### config.mk
export PLATFORM = sky130hd
export DESIGN_NAME = flood_fill_array
export DESIGN_NICKNAME = d
export VERILOG_FILES = /design/src/rtl/flood_pkg.sv /design/src/rtl/flood_grow.sv /design/src/rtl/flood_datapath.sv /design/src/rtl/flood_ctrl.sv /design/src/rtl/flood_fill_array.sv
export SDC_FILE = /design/constraint.sdc
export NUM_CORES = 1
export LEC_CHECK = 0
export BUFFER_PORTS_ARGS = -buffer_cell sky130_fd_sc_hd__buf_4
export CAP_MARGIN = 40
export CORE_MARGIN = 2
export CORE_UTILIZATION = 45
export DETAILED_ROUTE_END_ITERATION = 6
export PLACE_DENSITY = 0.76
export SKIP_LAST_GASP = 1
export SLEW_MARGIN = 20
export SYNTH_ARGS = -nofsm -noshare
export SYNTH_HDL_FRONTEND = slang
export SYNTH_HIERARCHICAL = 1
export SYNTH_SLANG_ARGS = --single-unit
### constraint.sdc
create_clock -name clk -period 3.65 [get_ports clk]
set_input_delay 0.73 -clock clk [delete_from_list [all_inputs] [get_ports clk]]
set_output_delay 0.73 -clock clk [all_outputs]
set_load 0.03 [all_outputs]
### src/rtl/flood_pkg.sv
package flood_pkg;

  // Direction-enable bit positions (direction of travel of the mark)
  localparam int DIR_N = 0;
  localparam int DIR_S = 1;
  localparam int DIR_E = 2;
  localparam int DIR_W = 3;
  localparam int DIR_COUNT = 4;

  // Strobes from control to datapath
  typedef struct packed {
    logic load;   // capture seeds, mask and directions
    logic step;   // commit one hop of growth
  } floodCtrlT;

  typedef enum logic {
    FILL_IDLE = 1'b0,
    FILL_RUN  = 1'b1
  } fillStateT;

endpackage

### src/rtl/flood_grow.sv
module flood_grow
  import flood_pkg::*;
#(
  parameter int ROWS = 8,
  parameter int COLS = 8,
  localparam int CELLS = ROWS * COLS
) (
  input  logic [CELLS-1:0]     reachedNow,
  input  logic [CELLS-1:0]     maskNow,
  input  logic [DIR_COUNT-1:0] dirNow,
  output logic [CELLS-1:0]     reachedGrown
);

  for (genvar r = 0; r < ROWS; r++) begin : gRow
    for (genvar c = 0; c < COLS; c++) begin : gCol
      localparam int IDX = r * COLS + c;
      logic fromNorth, fromSouth, fromWest, fromEast;
      logic pulled;

      if (r > 0) begin : gHasN
        assign fromNorth = reachedNow[IDX-COLS];
      end else begin : gNoN
        assign fromNorth = 1'b0;
      end

      if (r < ROWS - 1) begin : gHasS
        assign fromSouth = reachedNow[IDX+COLS];
      end else begin : gNoS
        assign fromSouth = 1'b0;
      end

      if (c > 0) begin : gHasW
        assign fromWest = reachedNow[IDX-1];
      end else begin : gNoW
        assign fromWest = 1'b0;
      end

      if (c < COLS - 1) begin : gHasE
        assign fromEast = reachedNow[IDX+1];
      end else begin : gNoE
        assign fromEast = 1'b0;
      end

      // A mark travelling south arrives from the north neighbour, etc.
      assign pulled = (fromSouth & dirNow[DIR_N]) |
                      (fromNorth & dirNow[DIR_S]) |
                      (fromWest  & dirNow[DIR_E]) |
                      (fromEast  & dirNow[DIR_W]);

      assign reachedGrown[IDX] = reachedNow[IDX] | (maskNow[IDX] & pulled);
    end
  end

endmodule

### src/rtl/flood_datapath.sv
module flood_datapath
  import flood_pkg::*;
#(
  parameter int ROWS = 8,
  parameter int COLS = 8,
  localparam int CELLS = ROWS * COLS
) (
  input  logic                 clk,
  input  logic                 rstN,
  input  floodCtrlT            ctrl,
  input  logic [CELLS-1:0]     seedIn,
  input  logic [CELLS-1:0]     maskIn,
  input  logic [DIR_COUNT-1:0] dirIn,
  output logic [CELLS-1:0]     reachedQ,
  output logic                 settled
);

  logic [CELLS-1:0]     maskQ;
  logic [DIR_COUNT-1:0] dirQ;
  logic [CELLS-1:0]     grown;

  flood_grow #(.ROWS(ROWS), .COLS(COLS)) uGrow (
    .reachedNow  (reachedQ),
    .maskNow     (maskQ),
    .dirNow      (dirQ),
    .reachedGrown(grown)
  );

  always_ff @(posedge clk or negedge rstN) begin
    if (!rstN) begin
      reachedQ <= '0;
      maskQ    <= '0;
      dirQ     <= '0;
    end else if (ctrl.load) begin
      reachedQ <= seedIn;
      maskQ    <= maskIn;
      dirQ     <= dirIn;
    end else if (ctrl.step) begin
      reachedQ <= grown;
    end
  end

  assign settled = (grown == reachedQ);

endmodule

### src/rtl/flood_ctrl.sv
module flood_ctrl
  import flood_pkg::*;
(
  input  logic      clk,
  input  logic      rstN,
  input  logic      startPulse,
  input  logic      settled,
  output floodCtrlT ctrl,
  output logic      fillDone
);

  fillStateT state;

  always_comb begin
    ctrl.load = startPulse;
    ctrl.step = (state == FILL_RUN) && !startPulse && !settled;
  end

  always_ff @(posedge clk or negedge rstN) begin
    if (!rstN) begin
      state    <= FILL_IDLE;
      fillDone <= 1'b0;
    end else if (startPulse) begin
      state    <= FILL_RUN;
      fillDone <= 1'b0;
    end else if (state == FILL_RUN && settled) begin
      state    <= FILL_IDLE;
      fillDone <= 1'b1;
    end
  end

endmodule

### src/rtl/flood_fill_array.sv
module flood_fill_array
  import flood_pkg::*;
#(
  parameter int ROWS = 8,
  parameter int COLS = 8,
  localparam int CELLS = ROWS * COLS
) (
  input  logic                 clk,
  input  logic                 rstN,
  input  logic                 start,
  input  logic [CELLS-1:0]     seedPlane,
  input  logic [CELLS-1:0]     maskPlane,
  input  logic [DIR_COUNT-1:0] dirEn,
  output logic [CELLS-1:0]     reachedPlane,
  output logic                 done
);

  floodCtrlT ctrlBus;
  logic      settled;

  flood_ctrl uCtrl (
    .clk       (clk),
    .rstN      (rstN),
    .startPulse(start),
    .settled   (settled),
    .ctrl      (ctrlBus),
    .fillDone  (done)
  );

  flood_datapath #(.ROWS(ROWS), .COLS(COLS)) uData (
    .clk     (clk),
    .rstN    (rstN),
    .ctrl    (ctrlBus),
    .seedIn  (seedPlane),
    .maskIn  (maskPlane),
    .dirIn   (dirEn),
    .reachedQ(reachedPlane),
    .settled (settled)
  );

endmodule

==> results.ini, run 1 <==
[run_status]
run_status = finished with violations
violations = DRC

[sta]
finalSetupTns_ns = 0
hold_ws_ns = 0.104
setup_viol = 0
period_minus_slack_ns = 3.47
slew_headroom_pct = 52.2
fin_ws_ns = 0.180
clock.fmax_ghz = 0.288
worst_slew_pin_slew_ns = 0.717
finClkSkew_ns = 0.0101
fin_crit_sh_pct = 95.1
hold_viol = 0
final-max-slew-violation-count = 0
rsz0062_at_grt = false

[synthesis]
syn_area_per_cell_sq_um = 10.5
yosysWarnings = 6
yosysTopAreaCell = dfrtp_1
yosysUniqueCellTypes = 23
ys_ff_latch = 134
synth_nets = 897
netlist_instances = 762
yosysTopAreaCellShare_pct = 42.1
synth_area_leaders = dfrtp_1 42%, mux2_2 9.6%, mux2i_1 8.0%
syn-cell-area_sq_um = 7960
synth_seq_area_share_pct = 42.1

[worst_setup_path]
cp.required_ns = 3.92
max_stage_delay_ns = 0.72
slowest_stage = dfrtp_2
cp_max_fo = 28
worstSetupStartpointType = register
worstSetupEndpointType = register
crit_type = reg -> reg
crit_arrival_ns = 3.74
crit_chain = buf_4 > a22oi_1 > nand2_1 > a21o_1 > xor2_1 > nor4_1 > nand4_1 > nor4_2 > nand2b_4 > nor2_4 > buf_12 > mux2i_1 > o21ai_0

[clock_tree]
numCtsBuffers = 17
clock_sinks = 134
clk_pin_slew_ns = 0.06
cts_tree = yes
cts_root_buffer = clkbuf_16
htreeDepth = 4
hold_buffers = 0
cts_buffer_depth = 2
insertion_delay_ns = 0.43

[place]
dp_hpwl_microns = 18400
io_buffer_count = 199
place.gp.congestion = 0.909
placed_cells = 1151
pre_cts_slack_ns = 0.246

[grt]
grt_max_degree = 125
grt_use_total_pct = 27.4
grtUsageMet1_pct = 37.2
met2_usage_pct = 41.4
busiest_layer = met2
met3_usage_pct = 7.04
grt_pass1_wl_microns = 38700
grt_pass1_vias = 6935
grt_overflow_total = 0
antenna_found_initial = 0

[cells_and_area]
postLayoutCoreUtil_pct = 59.3
layout_commonest_cell = buf_4
diodes = 0
drive_gt1_share_pct = 34.0
nets = 1081
mostFrequentLayoutCells = 207 x buf_4, 130 x dfrtp_1, 100 x nand2_1
layoutNonFillerInstCount = 1184
area_growth_pct = 28.8

[drt]
drtPass1Iterations = 7
drc = 2
ant_nets = 0
via_count = 7077
viasPerCell = 5.98
wl_per_cell_microns = 21.7
drt-initial-drc-count = 1131
routed_wl_microns = 25600

[floorplanning]
die_width_microns = 137
initial_core_util_pct = 46.0
die_y_microns = 137
coreArea_sq_um = 17300
rows = 48
die_area_sq_um = 18800
ioPinCount = 200

[pwr]
power_density_nw_per_um2 = 504
p_leak_nw = 4.90
ir_drop_v = 0.000350

[flow_run]
maxCapViolCount = 0

[hold_path]
hold_path.class = in -> async

-- worst paths after layout --
path                                  from                  to  slack [ns]  cells after the start
min                                   rstN     uData/maskQ[10]        0.10                      1
max reg2reg                  uData/dirQ[0]   uData/reachedQ[1]        0.18                     13
max in group asynchronous             rstN  uData/reachedQ[28]        2.66                      3
max                          uData/dirQ[0]   uData/reachedQ[1]        0.18                     13
min in group clk             seedPlane[52]  uData/reachedQ[52]        0.51                      3
min reg2reg                uData/maskQ[48]     uData/maskQ[48]        0.51                      1
-- power breakdown --
group / total (mW) / internal [mW] / switching, mW
logic: 1.45 / 0.663 / 0.784
clock network: 1.73 / 1.06 / 0.673
registers: 1.99 / 1.65 / 0.340
-- critical path, delay by kind of cell, from the launching register on --
family	cells	cell delay [ns]
xor gates and xnor gates	1	0.37
and+or+nand+nor	6	0.97
muxes	1	0.25
buffers and inverters	2	0.62
AOI/OAI and AO/OA	3	0.35
DFF	1	0.72
-- flip-flops by register name (all words and copies together), names as in the netlist --
signal          cells
uData/maskQ        64
uData/reachedQ     64
uData/dirQ          4
uCtrl/fillDone      1
uCtrl/state         1
-- cells by family after synthesis --
kind of cell / synth area share (%)
and+or+nand+nor: 6.79
muxes: 17.7
xor gates and xnor gates: 7.04
DFF: 42.1
AOI/OAI and AO/OA: 20.4
buffers and inverters: 6.05
-- synthesized netlist by cell type --
cell type	count
o21ai_0	64
nor4_1	16
nand2b_1	1
a21o_1	40
a22o_1	4
buf_6	19
buf_2	22
dfrtp_1	134
o21bai_1	24
mux2_2	68
buf_4	5
nor4_2	1
clkbuf_1	8
a21oi_1	1
inv_1	24
xor2_1	64
nand2_1	100
a222oi_1	24
nor2_1	2
a22oi_1	72
nand2b_4	1
nand4_1	4
mux2i_1	64
-- repair_timing --
item | in CTS | in global routing
endpoints found under the setup margin | 0 | 18
setup buffers | 0 | 0
resized for setup | 0 | 2
-- per-stage QoR --
stage | instance area, sq um | total power, mW
global route | 10300 | 5.37
detailed placement | 9620 | 3.41
global placement | 9620 | 3.39
finish | 10300 | 5.17
CTS | 10200 | 5.15
floorplan | 7960 | 2.81
-- area by class of cell --
cell class,instances,area (sq um)
inverters,24,90.1
multi-input cells,550,4140
well taps,225,282
repair buffers,219,1780
clock inverters,11,125
clock buffers,21,470
fillers,1518,7040
flip-flops and latches,134,3360
-- layer usage --
metal,up-vias,wire [microns]
met4,0,796
li1,3186,-
met3,66,2550
met1,3372,10600
met5,-,0
met2,453,11700
(Power assumes the default switching activity.)
==> run 2, diff against run 1 <==
--- a/config.mk
+++ b/config.mk
@@ -7,6 +7,7 @@
 export LEC_CHECK = 0
 export BUFFER_PORTS_ARGS = -buffer_cell sky130_fd_sc_hd__buf_4
 export CAP_MARGIN = 40
+export CORE_ASPECT_RATIO = 1.5
 export CORE_MARGIN = 2
 export CORE_UTILIZATION = 45
 export DETAILED_ROUTE_END_ITERATION = 6
==> results.ini, run 2 (synthesis gave the netlist of run 1 again) <==
[floorplanning]
die_width_microns = 113  ; was 137 microns
coreArea_sq_um = 17300  ; about the same
rows = 59  ; was 48
die_area_sq_um = 18800  ; about the same
ioPinCount = 200  ; unchanged
initial_core_util_pct = 45.9  ; was 46.0%
die_y_microns = 167  ; was 137 microns

[grt]
grt_overflow_total = 0  ; unchanged
antenna_found_initial = 0  ; unchanged
grt_pass1_vias = 7086  ; was 6,935
grt_pass1_wl_microns = 40800  ; was 38,700 microns
grt_max_degree = 80  ; was 125
grt_use_total_pct = 28.2  ; was 27.4%

[cells_and_area]
layoutNonFillerInstCount = 1168  ; was 1,184
postLayoutCoreUtil_pct = 58.3  ; was 59.3%
nets = 1077  ; was 1,081
mostFrequentLayoutCells = 208 x buf_4, 133 x dfrtp_1, 100 x nand2_1  ; was 207 x buf_4, 130 x dfrtp_1, 100 x nand2_1
stdcell_area_sq_um = 10100  ; was 10,300 sq um
diodes = 0  ; unchanged
area_growth_pct = 27.1  ; was 28.8%
top_regs = uData/maskQ: 64 flops, uData/reachedQ: 64 flops, uData/dirQ: 4 flops  ; unchanged
drive_gt1_share_pct = 33.1  ; was 34.0%
layout_commonest_cell = buf_4  ; unchanged

[worst_setup_path]
cp_top_family = simple AND/OR/NAND/NOR gates  ; unchanged
reg2reg_to = uData/reachedQ[22]  ; was uData/reachedQ[1]
cp_max_fo = 44  ; was 28
path_buf_inv = 2  ; unchanged
crit_type = reg -> reg  ; unchanged
critical_path.most_common_cell = buf_12
worstSetupEndpointType = register  ; unchanged
rr_worst_depth = 12  ; was 13
cp.required_ns = 3.93  ; was 3.92 ns
crit_arrival_ns = 3.80  ; was 3.74 ns
crit_chain = buf_12 > a222oi_1 > o21bai_1 > xor2_1 > nor4_1 > nand4_1 > nor4_2 > nand2b_4 > nor2_4 > buf_12 > mux2i_1 > o21ai_0  ; was buf_4 > a22oi_1 > nand2_1 > a21o_1 > xor2_1 > nor4_1 > nand4_1 > nor4_2 > nand2b_4 > nor2_4 > buf_12 > mux2i_1 > o21ai_0
max_stage_delay_ns = 0.51  ; was 0.72 ns
slowest_stage = dfrtp_1  ; was dfrtp_2
r2r_start = uData/dirQ[0]  ; unchanged
reg2reg_slack_ns = 0.13  ; was 0.18 ns
worstSetupStartpointType = register  ; unchanged

[drt]
routed-wl-met2_microns = 13600  ; was 11,700 microns
drtPass1Iterations = 7  ; unchanged
drc = 4  ; was 2
top_layer = met4  ; unchanged
wl_met1_microns = 9670  ; was 10,600 microns
ant_nets = 0  ; unchanged
routed_wl_microns = 26800  ; was 25,600 microns
viasPerCell = 6.22  ; was 5.98
via_count = 7261  ; was 7,077
wl_met3_microns = 2310  ; was 2550 microns
wl_per_cell_microns = 23.0  ; was 21.7 microns
drt-initial-drc-count = 1089  ; was 1,131

[sta]
fin_crit_sh_pct = 96.4  ; was 95.1%
clock.fmax_ghz = 0.284  ; was 0.288 GHz
finalSetupTns_ns = 0  ; unchanged
setup_viol = 0  ; unchanged
worst_slew_pin_slew_ns = 0.782  ; was 0.717 ns
hold_viol = 0  ; unchanged
rsz0062_at_grt = false  ; unchanged
fin_ws_ns = 0.132  ; was 0.180 ns
finClkSkew_ns = 0.00689  ; was 0.0101 ns
period_minus_slack_ns = 3.52  ; was 3.47 ns
final-max-slew-violation-count = 0  ; unchanged
hold_ws_ns = 0.333  ; was 0.104 ns
slew_headroom_pct = 47.9  ; was 52.2%

[hold_path]
hold_path.class = in -> async  ; unchanged

[clock_tree]
numCtsBuffers = 17  ; unchanged
clock_sinks = 134  ; unchanged
clk_pin_slew_ns = 0.06  ; about the same
insertion_delay_ns = 0.42  ; was 0.43 ns
hold_buffers = 0  ; unchanged
cts_root_buffer = clkbuf_16  ; unchanged
cts_tree = yes  ; unchanged
cts_buffer_depth = 2  ; unchanged
htreeDepth = 4  ; unchanged

[place]
dp_hpwl_microns = 19200  ; was 18,400 microns
place.gp.congestion = 0.925  ; was 0.909
placed_cells = 1135  ; was 1,151
place_area_sq_um = 9520  ; was 9620 sq um
pre_cts_slack_ns = 0.117  ; was 0.246 ns
io_buffer_count = 199  ; unchanged

[run_status]
violations = DRC  ; unchanged
run_status = finished with violations  ; unchanged

[pwr]
p_leak_nw = 4.86  ; was 4.90 nW
power_density_nw_per_um2 = 507  ; was 504 nW/um^2
power_mw = 5.13  ; was 5.17 mW
ir_drop_v = 0.000353  ; was 0.000350 V

[flow_run]
maxCapViolCount = 0  ; unchanged

-- run 2: cell types whose count changed in the layout (fill, tap and decap cells not counted), moves of 2 or more --
cell / change
buf_12: -4
clkinvlp_4: -4
dfrtp_2: -2
dfrtp_1: +3
clkbuf_1: +4
-- run 2: final cells by class --
type	instances	area, sq um
Clock buffer	25	485
Clock inverter	7	95.1
Fill cell	1480	7230
Inverter	24	90.1
Multi-Input combinational cell	551	4160
Sequential cell	134	3350
Tap cell	213	267
Timing Repair Buffer	214	1670
-- run 2: worst max path at each step --
| stage | start | end | slack [ns] | depth (start not counted) |
|---|---|---|---|---|
| floorplan | uData/dirQ[0] | uData/reachedQ[54] | 0.82 | 14 |
| global placement | uData/dirQ[0] | uData/reachedQ[22] | 0.18 | 13 |
| global route | uData/dirQ[0] | uData/reachedQ[22] | 0.02 | 13 |
| finish | uData/dirQ[0] | uData/reachedQ[22] | 0.13 | 12 |
| CTS | uData/dirQ[0] | uData/reachedQ[22] | 0.09 | 13 |
| detailed placement | uData/dirQ[0] | uData/reachedQ[22] | 0.12 | 13 |
-- run 2: timing repair --
item                       in CTS  in global routing
gates resized for setup         0                  2
setup endpoints to repair       0                 47
buffers inserted                0                  0
-- run 2: power breakdown --
| part | total, mW | switching [mW] | leakage [nW] | internal [mW] |
|---|---|---|---|---|
| Combinational | 1.47 | 0.827 | 3.00 | 0.647 |
| Clock | 1.69 | 0.632 | 0.281 | 1.06 |
| Sequential | 1.96 | 0.317 | 1.58 | 1.65 |
| Total | 5.13 | 1.78 | 4.86 | 3.35 |
-- run 2: worst reg2reg max path: stages, from the launching register on --
cell      delay (ns)
dfrtp_1         0.51
buf_12          0.24
a222oi_1        0.37
o21bai_1        0.15
xor2_1          0.19
nor4_1          0.42
nand4_1         0.17
nor4_2          0.33
nand2b_4        0.22
nor2_4          0.10
buf_12          0.23
mux2i_1         0.33
o21ai_0         0.12
-- run 2: layer usage --
layer,track usage (%),vias up
met5,0,-
met4,12.5,0
met3,4.95,88
met2,49.0,500
met1,33.9,3503
li1,-,3170
